$ cat config.mk
export PLATFORM = sky130hd
export DESIGN_NAME = mbus_slave_if
export DESIGN_NICKNAME = d
export VERILOG_FILES = /design/src/rtl/mbus_pkg.sv /design/src/rtl/mbus_sync.sv /design/src/rtl/mbus_edge.sv /design/src/rtl/mbus_addr_latch.sv /design/src/rtl/mbus_access.sv /design/src/rtl/mbus_slave_if.sv
export SDC_FILE = /design/constraint.sdc
export NUM_CORES = 1
export LEC_CHECK = 0
export CAP_MARGIN = 20
export CORE_UTILIZATION = 50
export DETAILED_ROUTE_END_ITERATION = 10
export DONT_BUFFER_PORTS = 1
export GPL_TIMING_DRIVEN = 0
export PLACE_DENSITY = 0.66
export SLEW_MARGIN = 10
export SYNTH_ARGS = -nofsm -noshare
export SYNTH_HDL_FRONTEND = slang
export SYNTH_HIERARCHICAL = 1
export SYNTH_SLANG_ARGS = --single-unit
$ cat constraint.sdc
create_clock -name clk -period 3.9 [get_ports clk]
set_input_delay 0.195 -clock clk [delete_from_list [all_inputs] [get_ports clk]]
set_output_delay 0.195 -clock clk [all_outputs]
set_load 0.02 [all_outputs]
$ cat src/rtl/mbus_pkg.sv
package mbus_pkg;

  typedef enum logic {
    BUS_STROBE_PAIR = 1'b0,
    BUS_LEVEL_DS    = 1'b1
  } bus_mode_e;

  typedef struct packed {
    logic mode;
    logic as;
    logic ds;
    logic rw;
    logic ce_n;
  } bus_ctl_t;

  // Idle reset pattern of the control sync chain: mode low, AS low,
  // DS high, R/W high, chip enable off.
  localparam logic [4:0] CTL_IDLE = 5'b0_0111;

  // Only a definite high selects level-plus-strobe timing.
  function automatic bus_mode_e mode_from_pin(logic pin);
    if (pin) return BUS_LEVEL_DS;
    return BUS_STROBE_PAIR;
  endfunction

  function automatic logic read_level(bus_mode_e m, logic ds, logic rw);
    if (m == BUS_LEVEL_DS) return ds & rw;
    return ~ds;
  endfunction

  function automatic logic write_level(bus_mode_e m, logic ds, logic rw);
    if (m == BUS_LEVEL_DS) return ds & ~rw;
    return ~rw;
  endfunction

endpackage

$ cat src/rtl/mbus_sync.sv
module mbus_sync #(
  parameter int             W       = 1,
  parameter int             STAGES  = 2,
  parameter logic [W-1:0]   RST_VAL = '0
) (
  input  logic         clk,
  input  logic         rst_n,
  input  logic [W-1:0] d,
  output logic [W-1:0] q
);

  for (genvar i = 0; i < STAGES; i++) begin : g_stg
    logic [W-1:0] r;
    if (i == 0) begin : g_head
      always_ff @(posedge clk or negedge rst_n) begin
        if (!rst_n) r <= RST_VAL;
        else        r <= d;
      end
    end else begin : g_tail
      always_ff @(posedge clk or negedge rst_n) begin
        if (!rst_n) r <= RST_VAL;
        else        r <= g_stg[i-1].r;
      end
    end
  end

  assign q = g_stg[STAGES-1].r;

endmodule

$ cat src/rtl/mbus_edge.sv
module mbus_edge
  import mbus_pkg::*;
#(
  parameter int DW     = 8,
  parameter int STAGES = 2
) (
  input  logic          clk,
  input  logic          rst_n,
  input  bus_ctl_t      ctl_s,
  input  logic [DW-1:0] ad_s,
  output logic          live,
  output logic          read_lvl,
  output logic          write_lvl,
  output logic          ce_ok,
  output logic [DW-1:0] ad_p,
  output logic          as_fall,
  output logic          rd_rise,
  output logic          wr_fall
);

  localparam int VW = STAGES + 1;

  bus_mode_e   mode;
  logic        as_p, rd_p, wr_p;
  logic [VW-1:0] vld;

  always_comb begin
    mode      = mode_from_pin(ctl_s.mode);
    read_lvl  = read_level(mode, ctl_s.ds, ctl_s.rw);
    write_lvl = write_level(mode, ctl_s.ds, ctl_s.rw);
    ce_ok     = ~ctl_s.ce_n;
  end

  always_ff @(posedge clk or negedge rst_n) begin
    if (!rst_n) begin
      as_p <= 1'b0;
      rd_p <= 1'b0;
      wr_p <= 1'b0;
      ad_p <= '0;
      vld  <= '0;
    end else begin
      as_p <= ctl_s.as;
      rd_p <= read_lvl;
      wr_p <= write_lvl;
      ad_p <= ad_s;
      vld  <= {vld[VW-2:0], 1'b1};
    end
  end

  assign live    = vld[VW-1];
  assign as_fall = live & as_p & ~ctl_s.as;
  assign rd_rise = live & read_lvl & ~rd_p;
  assign wr_fall = live & wr_p & ~write_lvl;

endmodule

$ cat src/rtl/mbus_addr_latch.sv
module mbus_addr_latch #(
  parameter int AW = 8
) (
  input  logic          clk,
  input  logic          rst_n,
  input  logic          as_fall,
  input  logic [AW-1:0] ad_p,
  output logic [AW-1:0] addr_q
);

  always_ff @(posedge clk or negedge rst_n) begin
    if (!rst_n)       addr_q <= '0;
    else if (as_fall) addr_q <= ad_p;
  end

endmodule

$ cat src/rtl/mbus_access.sv
module mbus_access #(
  parameter int DW = 8
) (
  input  logic          clk,
  input  logic          rst_n,
  input  logic          live,
  input  logic          read_lvl,
  input  logic          write_lvl,
  input  logic          ce_ok,
  input  logic          rd_rise,
  input  logic          wr_fall,
  input  logic [DW-1:0] ad_s,
  input  logic [DW-1:0] addr_q,
  output logic          rd_stb,
  output logic          wr_stb,
  output logic [DW-1:0] wr_addr,
  output logic [DW-1:0] wr_data,
  output logic          ad_oe
);

  logic [DW-1:0] cap_data;
  logic          cap_ce;
  logic          commit;

  assign commit = wr_fall & cap_ce;

  // Follow the bus while the write is open; the last sample wins.
  always_ff @(posedge clk or negedge rst_n) begin
    if (!rst_n) begin
      cap_data <= '0;
      cap_ce   <= 1'b0;
    end else if (write_lvl) begin
      cap_data <= ad_s;
      cap_ce   <= ce_ok;
    end
  end

  always_ff @(posedge clk or negedge rst_n) begin
    if (!rst_n) begin
      rd_stb  <= 1'b0;
      wr_stb  <= 1'b0;
      ad_oe   <= 1'b0;
      wr_addr <= '0;
      wr_data <= '0;
    end else begin
      rd_stb <= rd_rise & ce_ok;
      wr_stb <= commit;
      ad_oe  <= live & read_lvl & ce_ok;
      if (commit) begin
        wr_addr <= addr_q;
        wr_data <= cap_data;
      end
    end
  end

endmodule

$ cat src/rtl/mbus_slave_if.sv
module mbus_slave_if
  import mbus_pkg::*;
#(
  parameter int DW          = 8,
  parameter int SYNC_STAGES = 2
) (
  input  logic          clk,
  input  logic          rst_n,
  input  logic          moto_mode,
  input  logic          as_in,
  input  logic          ds_in,
  input  logic          rw_in,
  input  logic          ce_n,
  input  logic [DW-1:0] ad_in,
  output logic [DW-1:0] addr_q,
  output logic          rd_stb,
  output logic          wr_stb,
  output logic [DW-1:0] wr_addr,
  output logic [DW-1:0] wr_data,
  output logic          ad_oe
);

  localparam int CW = $bits(bus_ctl_t);

  bus_ctl_t      ctl_raw, ctl_s;
  logic [DW-1:0] ad_s, ad_p;
  logic          live, read_lvl, write_lvl, ce_ok;
  logic          as_fall, rd_rise, wr_fall;

  always_comb begin
    ctl_raw.mode = moto_mode;
    ctl_raw.as   = as_in;
    ctl_raw.ds   = ds_in;
    ctl_raw.rw   = rw_in;
    ctl_raw.ce_n = ce_n;
  end

  mbus_sync #(.W(CW), .STAGES(SYNC_STAGES), .RST_VAL(CTL_IDLE)) u_ctl_sync (
    .clk(clk), .rst_n(rst_n), .d(ctl_raw), .q(ctl_s)
  );

  mbus_sync #(.W(DW), .STAGES(SYNC_STAGES), .RST_VAL('0)) u_ad_sync (
    .clk(clk), .rst_n(rst_n), .d(ad_in), .q(ad_s)
  );

  mbus_edge #(.DW(DW), .STAGES(SYNC_STAGES)) u_edge (
    .clk(clk), .rst_n(rst_n), .ctl_s(ctl_s), .ad_s(ad_s),
    .live(live), .read_lvl(read_lvl), .write_lvl(write_lvl), .ce_ok(ce_ok),
    .ad_p(ad_p), .as_fall(as_fall), .rd_rise(rd_rise), .wr_fall(wr_fall)
  );

  mbus_addr_latch #(.AW(DW)) u_addr (
    .clk(clk), .rst_n(rst_n), .as_fall(as_fall), .ad_p(ad_p), .addr_q(addr_q)
  );

  mbus_access #(.DW(DW)) u_acc (
    .clk(clk), .rst_n(rst_n), .live(live), .read_lvl(read_lvl),
    .write_lvl(write_lvl), .ce_ok(ce_ok), .rd_rise(rd_rise), .wr_fall(wr_fall),
    .ad_s(ad_s), .addr_q(addr_q), .rd_stb(rd_stb), .wr_stb(wr_stb),
    .wr_addr(wr_addr), .wr_data(wr_data), .ad_oe(ad_oe)
  );

endmodule

Word level (Yosys, flattened, before mapping)
Cells that the tools add are included.
{"block": "word_totals", "reg_bits": 76}
{"block": "classes", "bitwise_logic": 17, "n_mux": 8}
{"cell": "1-bit AND", "n": 11}
{"cell": "1-bit 2-to-1 mux", "n": 8}
{"cell": "1-bit inverter", "n": 6}

Longest topological paths before layout
Gate-level depths: netlist (run 1).
{"block": "depth", "ltp_word": 7, "depth_mapped": 5}

Modules after synthesis
The synthesis (run 1) kept the hierarchy.
{"module": "mbus_access", "seq_area_each_um2": 700.7, "area_per_inst_um2": 1063.5, "n_inst": 1, "cells_each": 59}
{"module": "mbus_edge", "seq_area_each_um2": 350.3, "area_per_inst_um2": 419.2, "n_inst": 1, "cells_each": 26}
{"module": "mbus_sync at u_ad_sync", "seq_area_each_um2": 400.4, "area_per_inst_um2": 400.4, "n_inst": 1, "cells_each": 16}
{"module": "mbus_addr_latch", "seq_area_each_um2": 200.2, "area_per_inst_um2": 331.6, "n_inst": 1, "cells_each": 17}
{"module": "mbus_sync at u_ctl_sync", "seq_area_each_um2": 257.7, "area_per_inst_um2": 257.7, "n_inst": 1, "cells_each": 10}

Worst setup path before layout (run 1)
No wires, ideal clock.
{"block": "synth_path", "path_kind": "register -> register", "startpoint": "register u_ctl_sync.g_stg[1].r[2] (netlist: u_ctl_sync/q[2])", "endpoint": "register u_acc.wr_addr[1]", "setup_slack_ns": 2.420, "setup_ns": 0.125, "required_time_ns": 3.775, "n_path_buf": 1, "arrival_time_ns": 1.355, "path_stages_with_launch": 6, "cell_sequence": "dfstp_2 -> nor2b_1 -> o211a_1 -> nand2_4 -> buf_8 -> mux2_4"}
{"block": "synth_via", "elab_chain_cells": 6}
{"element": "start, declared", "line": "mbus_sync.sv:13", "text": "logic [W-1:0] r;"}
{"element": "start signal, assigned", "line": "mbus_sync.sv:22", "text": "else r <= g_stg[i-1].r;"}
{"element": "1-bit AND", "line": "mbus_pkg.sv:32", "text": "if (m == BUS_LEVEL_DS) return ds & ~rw;"}
{"element": "1-bit 2-to-1 mux", "line": "mbus_pkg.sv:32"}
{"element": "1-bit 2-to-1 mux", "line": "mbus_pkg.sv:33", "text": "return ~rw;"}
{"element": "1-bit inverter", "line": "mbus_edge.sv:53", "text": "assign wr_fall = live & wr_p & ~write_lvl;"}
{"element": "1-bit AND", "line": "mbus_edge.sv:53"}
{"element": "via wr_fall", "line": "mbus_slave_if.sv:28", "text": "logic as_fall, rd_rise, wr_fall;"}
{"element": "1-bit AND", "line": "mbus_access.sv:25", "text": "assign commit = wr_fall & cap_ce;"}
{"element": "end signal, assigned", "line": "mbus_access.sv:50", "text": "wr_addr <= addr_q;"}
{"element": "end, declared", "line": "mbus_access.sv:16", "text": "output logic [DW-1:0] wr_addr,"}
The timed path passes the listed nets, and every way through them passes these cells. The select of a mux whose other input is x is not followed.
A chain may end at the register's enable or synchronous reset.

Worst setup path after layout (run 1)
{"block": "layout_path", "startpoint": "register u_ctl_sync.g_stg[1].r[2] (netlist: u_ctl_sync/q[2])", "endpoint": "register u_acc.wr_addr[3]"}
Same word-level chain as after synthesis.

==> flow_summary.toml, run 1 <==
[floorplanning]
ios = 42
die_y_microns = 72.32
coreArea_sq_um = 4755
dieArea_sq_um = 5230
rows = 25
start_util = 0.5200
die_w_microns = 72.32

[route]
ant_nets = 0
drc = 0
via_per_inst = 4.765
avgRoutedWirePerCell_microns = 15.02
dr_total_vias = 1077
routed_wl_microns = 3394
drtPass1Iterations = 2
drt-initial-drc-count = 50

[yosys]
yosysUniqueCellTypes = 20
ys_warn_count = 6
synth_fp_nets = 143
syn_inst = 128
synth-seq-area-share = 0.7723
ys_ff_latch = 76
syn_avg_cell_area_sq_um = 19.32
synth_area_sq_um = 2472

[layout]
stdcell_count = 226
layout-drive-gt1-share = 0.3648
nets = 169
antenna_cells = 0
fillers = 383
area_delta_synth_final_pct = 18.12

[clocking]
cts_tree = "yes"
clk_latency_ns = 0.33
cts.sinks = 76
htreeDepth = 3
cts_setup_buffers = 0
cts_buffers = 9
root_buffer = "clkbuf_8"
clk_pin_slew_ns = 0.07
clockBufferDepth = 2

[critical_path]
worstPathCellList = "nor2b_1, o211a_1, nand2_4, buf_8, mux2_4"
cp.arrival_ns = 1.82
path_max_fanout = 10
critPathLaunchType = "flop"
cp_slowest_cell = "dfstp_2"
critical_path_buf_inv_count = 1
rrSetupSlack_ns = 2.30
cp-end-kind = "flop"
slowest_delay_ns = 0.54
path_class = "flop to flop"
cp_data_required_time_ns = 4.12
path_delay_family = "flip-flops"

[global_route]
grtUsageTotal = 0.1523
grt_max_degree = 77
first_global_vias = 1148
grt_pass1_wl_microns = 5506
grt_antenna_before_repair = 0
overflow = 0

[power]
vdd_ir_drop_max_v = 0.0002947
power_density_nw_per_um2 = 628.0
leakagePower_nw = 1.361
p_total_w = 0.001834

[timing]
hold_viol_final = 0
timing.final.crit_share = 0.4102
fin_crit_ns = 1.600
rsz0062_at_grt = "false"
fmax_mhz = 625.1
tns_ns = 0
hold-worst-slack_ns = 0.3434
finalSetupViolCount = 0
skew_ns = 0.006419
finalMaxSlewViolations = 0

[placed_design]
port_buffers = 0
place.gp.congestion = 0.6777
place_inst = 195

[flow_run]
cap_violations = 0

[run_status]
outcome = "completed"

[min_path]
hold_path.class = "flop to flop"
synth_stat cells:
library cell  instances  area, sq um
nor2b_1               1        6.260
dfrtp_1              70         1752
mux2_2               16        180.2
nand2_1               2        7.510
dfstp_2               6        157.7
mux2_4               17        255.2
a21oi_2               1        8.760
and2_1                1        6.260
o211a_1               1        10.01
nand3_1               1        5.000
nand2_4               1        11.26
inv_1                 2        7.510
buf_2                 1        5.000
conb_1                1        3.750
buf_8                 1        15.01
or2_4                 1        8.760
nor2_1                2        7.510
or2b_1                1        7.510
and3_1                1        6.260
buf_6                 1        11.26
registers in the layout (all words and copies together), names as in the netlist:
| register | flops |
|---|---|
| u_ctl_sync/g_stg.r | 5 |
| u_acc/cap_data | 8 |
| u_edge/as_p | 1 |
| u_addr/addr_q | 8 |
| u_ad_sync/g_stg.r | 8 |
| u_ctl_sync/q | 5 |
| u_ad_sync/q | 8 |
| u_edge/vld | 3 |
| u_acc/wr_data | 8 |
| u_acc/cap_ce | 1 |
| u_acc/ad_oe | 1 |
| u_edge/rd_p | 1 |
| u_acc/wr_addr | 8 |
| u_edge/wr_p | 1 |
| u_acc/rd_stb | 1 |
| u_acc/wr_stb | 1 |
| u_edge/ad_p | 8 |
final timing paths:
check	depth (start not counted)	to	start
setup / recovery	5	u_acc/wr_addr[3]	u_ctl_sync/q[2]
hold / removal	0	u_ctl_sync/q[3]	u_ctl_sync/g_stg[0].r[3]
setup reg to reg	5	u_acc/wr_addr[3]	u_ctl_sync/q[2]
hold reg to reg	0	u_ctl_sync/q[3]	u_ctl_sync/g_stg[0].r[3]
max in group asynchronous	2	u_ctl_sync/g_stg[0].r[1]	rst_n
min in group asynchronous	2	u_acc/wr_data[1]	rst_n
power breakdown:
group	switching [W]	internal (W)	total, W	leakage (nW)
clock	0.000249	0.000332	0.000581	0.0979
sequential	0.000180	0.000905	0.00109	0.895
combinational	0.0000506	0.000117	0.000168	0.368
cells in the final DEF (no fill, tap or decap):
master,Yosys,layout
bufinv_16,0,1
mux2_4,17,17
dfrtp_1,70,70
buf_2,1,1
o211a_1,1,1
buf_6,1,1
clkbuf_8,0,11
a21oi_2,1,1
buf_16,0,1
clkbuf_1,0,4
or2b_1,1,1
or2_4,1,1
and3_1,1,1
dlygate4sd3_1,0,14
nand3_1,1,1
and2_1,1,1
inv_1,2,2
buf_8,1,1
nor2_1,2,2
dfstp_2,6,6
nand2_1,2,2
conb_1,1,1
nand2_4,1,1
nor2b_1,1,1
mux2_2,16,16
stage by stage:
step           setup WS (ns)  utilization  cell area, sq um
3_5_place_dp           2.305       0.5376              2556
6_report               2.300       0.6142              2920
4_1_cts                2.282       0.6142              2920
3_3_place_gp           2.320       0.5376              2556
2_1_floorplan          2.420            -              2472
5_1_grt                2.228       0.6142              2920
per-layer routing:
metal  GRT usage  up-vias  share of wire
li1            -      475              -
met1      0.1687      553           0.40
met2      0.2368       39           0.51
met3     0.05833       10          0.060
met4      0.1176        0          0.030
met5           0        -              0
final cells by class:
type | count | area (sq um) | area share
Clock buffer | 15 | 166.4 | 0.05698
Clock inverter | 1 | 30.03 | 0.01028
Sequential cell | 76 | 1909 | 0.6538
Tap cell | 67 | 83.83 | 0.02871
Timing Repair Buffer | 15 | 167.7 | 0.05741
Inverter | 2 | 7.507 | 0.002571
Buffer | 3 | 31.28 | 0.01071
Multi-Input combinational cell | 47 | 524.3 | 0.1795
kinds of logic (layout without fill, tap and decap cells):
kind of cell           count (synthesis)  count (layout)  share of synthesized area
AND/OR/NAND/NOR                       11              11                    0.02683
buffers and inverters                  5              36                    0.01569
AO/OA/AOI/OAI                          2               2                   0.007592
flip-flops                            76              76                     0.7723
other                                  1               1                   0.001517
multiplexers                          33              33                     0.1761
what timing repair did:
| item | CTS | global route |
|---|---|---|
| resized for setup | 0 | 0 |
| hold endpoints to repair | 89 | 0 |
| hold buffers | 15 | 0 |
Note: power is estimated with default switching activity, not from simulation.
==> run 2, diff against run 1 <==
--- a/config.mk
+++ b/config.mk
@@ -10,7 +10,7 @@
 export DETAILED_ROUTE_END_ITERATION = 10
 export DONT_BUFFER_PORTS = 1
 export GPL_TIMING_DRIVEN = 0
-export PLACE_DENSITY = 0.66
+export PLACE_DENSITY = 0.69
 export SLEW_MARGIN = 10
 export SYNTH_ARGS = -nofsm -noshare
 export SYNTH_HDL_FRONTEND = slang
==> constraint.sdc (replaced) <==
create_clock -name clk -period 1.4 [get_ports clk]
set_input_delay 0.07 -clock clk [delete_from_list [all_inputs] [get_ports clk]]
set_output_delay 0.07 -clock clk [all_outputs]
set_load 0.02 [all_outputs]
==> run 2 against run 1 <==
The run now ends with hold timing, setup timing left. Global-route usage fell by 0.83 points. Non-clock buffer count rose by 2. Sequential power rose to 2.8 times the previous value. Worst hold slack got worse by 0.91 ns. Cell count rose by 0.88%. Clock power rose by 140%. Critical path depth did not move. Routed wire length fell by 0.94%. Sequential cell count did not move. Highest routed layer unchanged.
==> flow_summary.toml, run 2 (synthesis gave the netlist of run 1 again) <==
[critical_path]
path_max_fanout = 7
path_delay_family = "flip-flops"
critPathLaunchType = "flop"
cp_slowest_cell = "dfstp_2"
worstPathCellList = "nor2b_2, o211a_1, nand2_4, buf_12, mux2_2"
slowest_delay_ns = 0.54
cp_data_required_time_ns = 1.61
critical_path_buf_inv_count = 1
path_class = "flop to flop"
cp.arrival_ns = 1.71
cp-end-kind = "flop"

[route]
ant_nets = 0
routed_wl_microns = 3362
drt-initial-drc-count = 48
via_per_inst = 4.645
avgRoutedWirePerCell_microns = 14.75
dr_total_vias = 1059
drc = 0
drtPass1Iterations = 4

[timing]
finalSetupViolCount = 16
hold-worst-slack_ns = -0.5621
fin_ws_ns = -0.09757
fin_crit_ns = 1.498
fmax_mhz = 667.8
hold_viol_final = 76
finalMaxSlewViolations = 0
skew_ns = 0.006089
rsz0062_at_grt = "true"
timing.final.crit_share = 1.070

[global_route]
grtUsageTotal = 0.1439
overflow = 0
grt_max_degree = 77
first_global_vias = 1089
grt_pass1_wl_microns = 5271
grt_antenna_before_repair = 0

[clocking]
root_buffer = "clkbuf_8"
hold_buffers = 13
clk_latency_ns = 0.32
htreeDepth = 3
cts_tree = "yes"
clk_pin_slew_ns = 0.07
cts.sinks = 76
cts_buffers = 9
clockBufferDepth = 2

[floorplanning]
dieArea_sq_um = 5230
die_w_microns = 72.32
ios = 42
rows = 25
start_util = 0.5200
coreArea_sq_um = 4755
die_y_microns = 72.32

[layout]
multi_input_area_sq_um = 551.8
antenna_cells = 0
fillers = 370
final_area_sq_um = 2944
most-common-layout-cells = "70 x dfrtp_1, 23 x mux2_4, 13 x dlygate4sd3_1, 11 x clkbuf_8, 10 x mux2_2"
seq_area_sq_um = 1909
final_common_cell = "dfrtp_1"
nets = 171
area_delta_synth_final_pct = 19.08
layout-drive-gt1-share = 0.3975

[power]
leakagePower_nw = 1.394
vdd_ir_drop_max_v = 0.0008423
power_density_nw_per_um2 = 1661

[flow_run]
cap_violations = 0

[placed_design]
port_buffers = 0
place_area_sq_um = 2556
dp_hpwl_microns = 1969
place.gp.congestion = 0.7184

[run_status]
failed_checks = "hold timing, setup timing"
outcome = "finished with violations"

[min_path]
hold_path.class = "input port to asynchronous set/reset pin"
run 2: final timing paths:
| path | from | to | slack, ns | cells past startpoint |
|---|---|---|---|---|
| hold reg to reg | u_ad_sync/g_stg[0].r[0] | u_ad_sync/q[0] | 0.34 | 0 |
| hold / removal | rst_n | u_addr/addr_q[5] | -0.56 | 0 |
| max in group asynchronous | rst_n | u_ctl_sync/q[2] | 1.76 | 0 |
| setup / recovery | u_ctl_sync/q[2] | u_acc/wr_data[6] | -0.1 | 5 |
| min in group clk | ce_n | u_ctl_sync/g_stg[0].r[0] | 0.29 | 1 |
| setup reg to reg | u_ctl_sync/q[2] | u_acc/wr_data[6] | -0.1 | 5 |
run 2: metal layers:
layer,part of all wire,track usage
met5,0,0
met4,0.014,0.07190
met3,0.063,0.07639
met2,0.48,0.2139
met1,0.45,0.1713
run 2: report_power, final:
part	internal, W	switching (W)
registers	0.00252	0.000498
clock network	0.000737	0.000679
logic	0.000350	0.000103
total	0.00361	0.00128
run 2: timing repair:
action,CTS,global route
setup endpoints to repair,25,25
gates cloned,1,0
pin swaps,2,0
setup buffers,3,0
gates resized for setup,13,0
hold endpoints to repair,89,76
run 2: final cells by class:
type                            instances  area share
Tap cell                               67     0.02847
Buffer                                  3     0.01445
Sequential cell                        76      0.6485
Clock inverter                          2    0.003400
Multi-Input combinational cell         47      0.1874
Inverter                                2    0.002550
Clock buffer                           14     0.05525
Timing Repair Buffer                   17     0.05992
run 2: worst reg2reg max path, cell delays in order (launching register included):
cell	delay (ns)
dfstp_2	0.54
nor2b_2	0.05
o211a_1	0.24
nand2_4	0.11
buf_12	0.13
mux2_2	0.33
run 2: through the flow:
step	std cells	util	setup TNS, ns	total power (W)	worst slack [ns]
final	228	0.6192	-1.435	0.004891	-0.09757
after global routing	228	0.6192	-2.537	0.005104	-0.1428
after CTS	228	0.6192	-1.591	0.004958	-0.1049
after detailed placement	195	0.5376	-2.908	0.003450	-0.1982
after global placement	195	0.5376	-1.835	0.003425	-0.1614
after floorplan	128	-	-0.6275	0.003350	-0.06972
==> run 3, diff against run 2 <==
--- a/config.mk
+++ b/config.mk
@@ -6,6 +6,7 @@
 export NUM_CORES = 1
 export LEC_CHECK = 0
 export CAP_MARGIN = 20
+export CORE_MARGIN = 2
 export CORE_UTILIZATION = 50
 export DETAILED_ROUTE_END_ITERATION = 10
 export DONT_BUFFER_PORTS = 1
==> run 3 against run 2 <==
The flow still finishes with violations (hold timing, setup timing). Register-to-register slack worse by 0.04 ns. Sequential cell count stayed put. Global-route usage is 0.70 points higher. Power is 13% higher. Clock-buffer cell count is 2 lower. Design area is 3.0% higher. Worst setup slack worse by 0.041 ns. Sequential share of layout area is 1.9 points lower. Critical path type unchanged. Largest cell class unchanged. Largest power group unchanged.
==> flow_summary.toml, run 3 (synthesis gave the netlist of run 1 again) <==
[critical_path]
cp_data_required_time_ns = 1.62
cp.arrival_ns = 1.76
path_class = "flop to flop"
cp-end-kind = "flop"
critPathLaunchType = "flop"
path_max_fanout = 5

[layout]
final_common_cell = "dfrtp_1"
fillers = 354
most-common-layout-cells = "70 x dfrtp_1, 23 x mux2_4, 13 x dlygate4sd3_1, 11 x clkbuf_8, 10 x mux2_2"
area_delta_synth_final_pct = 22.67
antenna_cells = 0
layout-drive-gt1-share = 0.4037
postLayoutCoreUtil = 0.6379
seq_area_sq_um = 1909
stdcell_count = 228
multi_input_area_sq_um = 549.3
nets = 171

[power]
sw_frac_of_total = 0.2463
pwr-share-seq = 0.549
p_switching_w = 0.001363
vdd_ir_drop_max_v = 0.001217
clkPwrFrac = 0.364
power_density_nw_per_um2 = 1825
internal-power_w = 0.004171
power_frac_comb = 0.087
leakagePower_nw = 1.442

[route]
ant_nets = 0
avgRoutedWirePerCell_microns = 16.04
drc = 0
drt-initial-drc-count = 29
drtPass1Iterations = 4
via_per_inst = 4.789
dr_total_vias = 1092
routed_wl_microns = 3657

[global_route]
overflow = 0
grt_antenna_before_repair = 0
first_global_vias = 1158
grtUsageTotal = 0.1509
grt_max_degree = 77
grt_pass1_wl_microns = 5816

[timing]
skew_ns = 0.006580
finalSetupViolCount = 25
finalMaxSlewViolations = 0
fin_ws_ns = -0.1385
rsz0062_at_grt = "true"
timing.final.crit_share = 1.099
fmax_mhz = 650.0
hold-worst-slack_ns = -0.5803
hold_viol_final = 76
fin_crit_ns = 1.539

[run_status]
failed_checks = "hold timing, setup timing"
outcome = "finished with violations"

[floorplanning]
coreArea_sq_um = 4755
dieArea_sq_um = 5523
die_w_microns = 74.32
ios = 42
rows = 25
start_util = 0.5200
die_y_microns = 74.32

[clocking]
clockBufferDepth = 2
hold_buffers = 13
htreeDepth = 3
cts_tree = "yes"
clk_latency_ns = 0.34
clk_pin_slew_ns = 0.08
cts_buffers = 9
cts.sinks = 76
root_buffer = "clkbuf_8"

[placed_design]
dp_hpwl_microns = 2208
port_buffers = 0
pre_cts_ws_ns = -0.1896
place.gp.congestion = 0.6903
place_inst = 195

[min_path]
hold_path.class = "input port to asynchronous set/reset pin"

[flow_run]
cap_violations = 0
[run 3: path summary, 6_finish.rpt]
path,start,endpoint,slack [ns],depth (start not counted)
worst max register to register,u_ctl_sync/q[2],u_acc/wr_addr[5],-0.14,5
min in group clk,ds_in,u_ctl_sync/g_stg[0].r[2],0.27,1
worst min register to register,u_ad_sync/g_stg[0].r[4],u_ad_sync/q[4],0.35,0
worst min-delay path,rst_n,u_edge/ad_p[1],-0.58,0
max in group asynchronous,rst_n,u_ctl_sync/q[0],1.78,0
worst max-delay path,u_ctl_sync/q[2],u_acc/wr_addr[5],-0.14,5
[run 3: what timing repair did]
| action | in CTS | in global routing |
|---|---|---|
| setup endpoints to repair | 25 | 25 |
| pin swaps | 2 | 2 |
| setup buffers | 3 | 0 |
| gates cloned | 0 | 1 |
| resized for setup | 10 | 0 |
| hold endpoints to repair | 89 | 76 |
[run 3: metal layers]
| metal | GRT usage | wire length (microns) |
|---|---|---|
| met1 | 0.1746 | 1465 |
| met2 | 0.2331 | 1880 |
| met3 | 0.05962 | 223 |
| met4 | 0.1012 | 87 |
| met5 | 0 | 0 |
[run 3: critical path, stage by stage, from the launching register on]
cell	delay (ns)
dfstp_2	0.55
nor2b_2	0.05
o211a_1	0.24
nand2_4	0.13
clkbuf_16	0.17
mux2_4	0.29
[run 3: through the flow]
stage / instance area, sq um / total power, W / TNS (ns)
3_3_place_gp: 2556 / 0.003429 / -1.668
4_1_cts: 3008 / 0.005594 / -2.187
2_1_floorplan: 2472 / 0.003350 / -0.6275
3_5_place_dp: 2556 / 0.003479 / -3.351
6_report: 3033 / 0.005534 / -2.198
5_1_grt: 3033 / 0.005747 / -3.715
[run 3: area by class of cell]
class,instances,share of cell area
Timing Repair Buffer,17,0.06271
Inverter,2,0.002475
Sequential cell,76,0.6295
Multi-Input combinational cell,47,0.1811
Tap cell,67,0.02764
Clock buffer,12,0.05116
Buffer,3,0.01403
Clock inverter,4,0.03135
[run 3: power by group through the flow]
stage / Sequential (W) / Combinational (W) / Clock (W)
after floorplan: 0.00300 / 0.000355 / 0
after global placement: 0.00306 / 0.000371 / 0
after detailed placement: 0.00308 / 0.000394 / 0
after CTS: 0.00305 / 0.000481 / 0.00207
after global routing: 0.00309 / 0.000516 / 0.00214
final: 0.00304 / 0.000482 / 0.00201
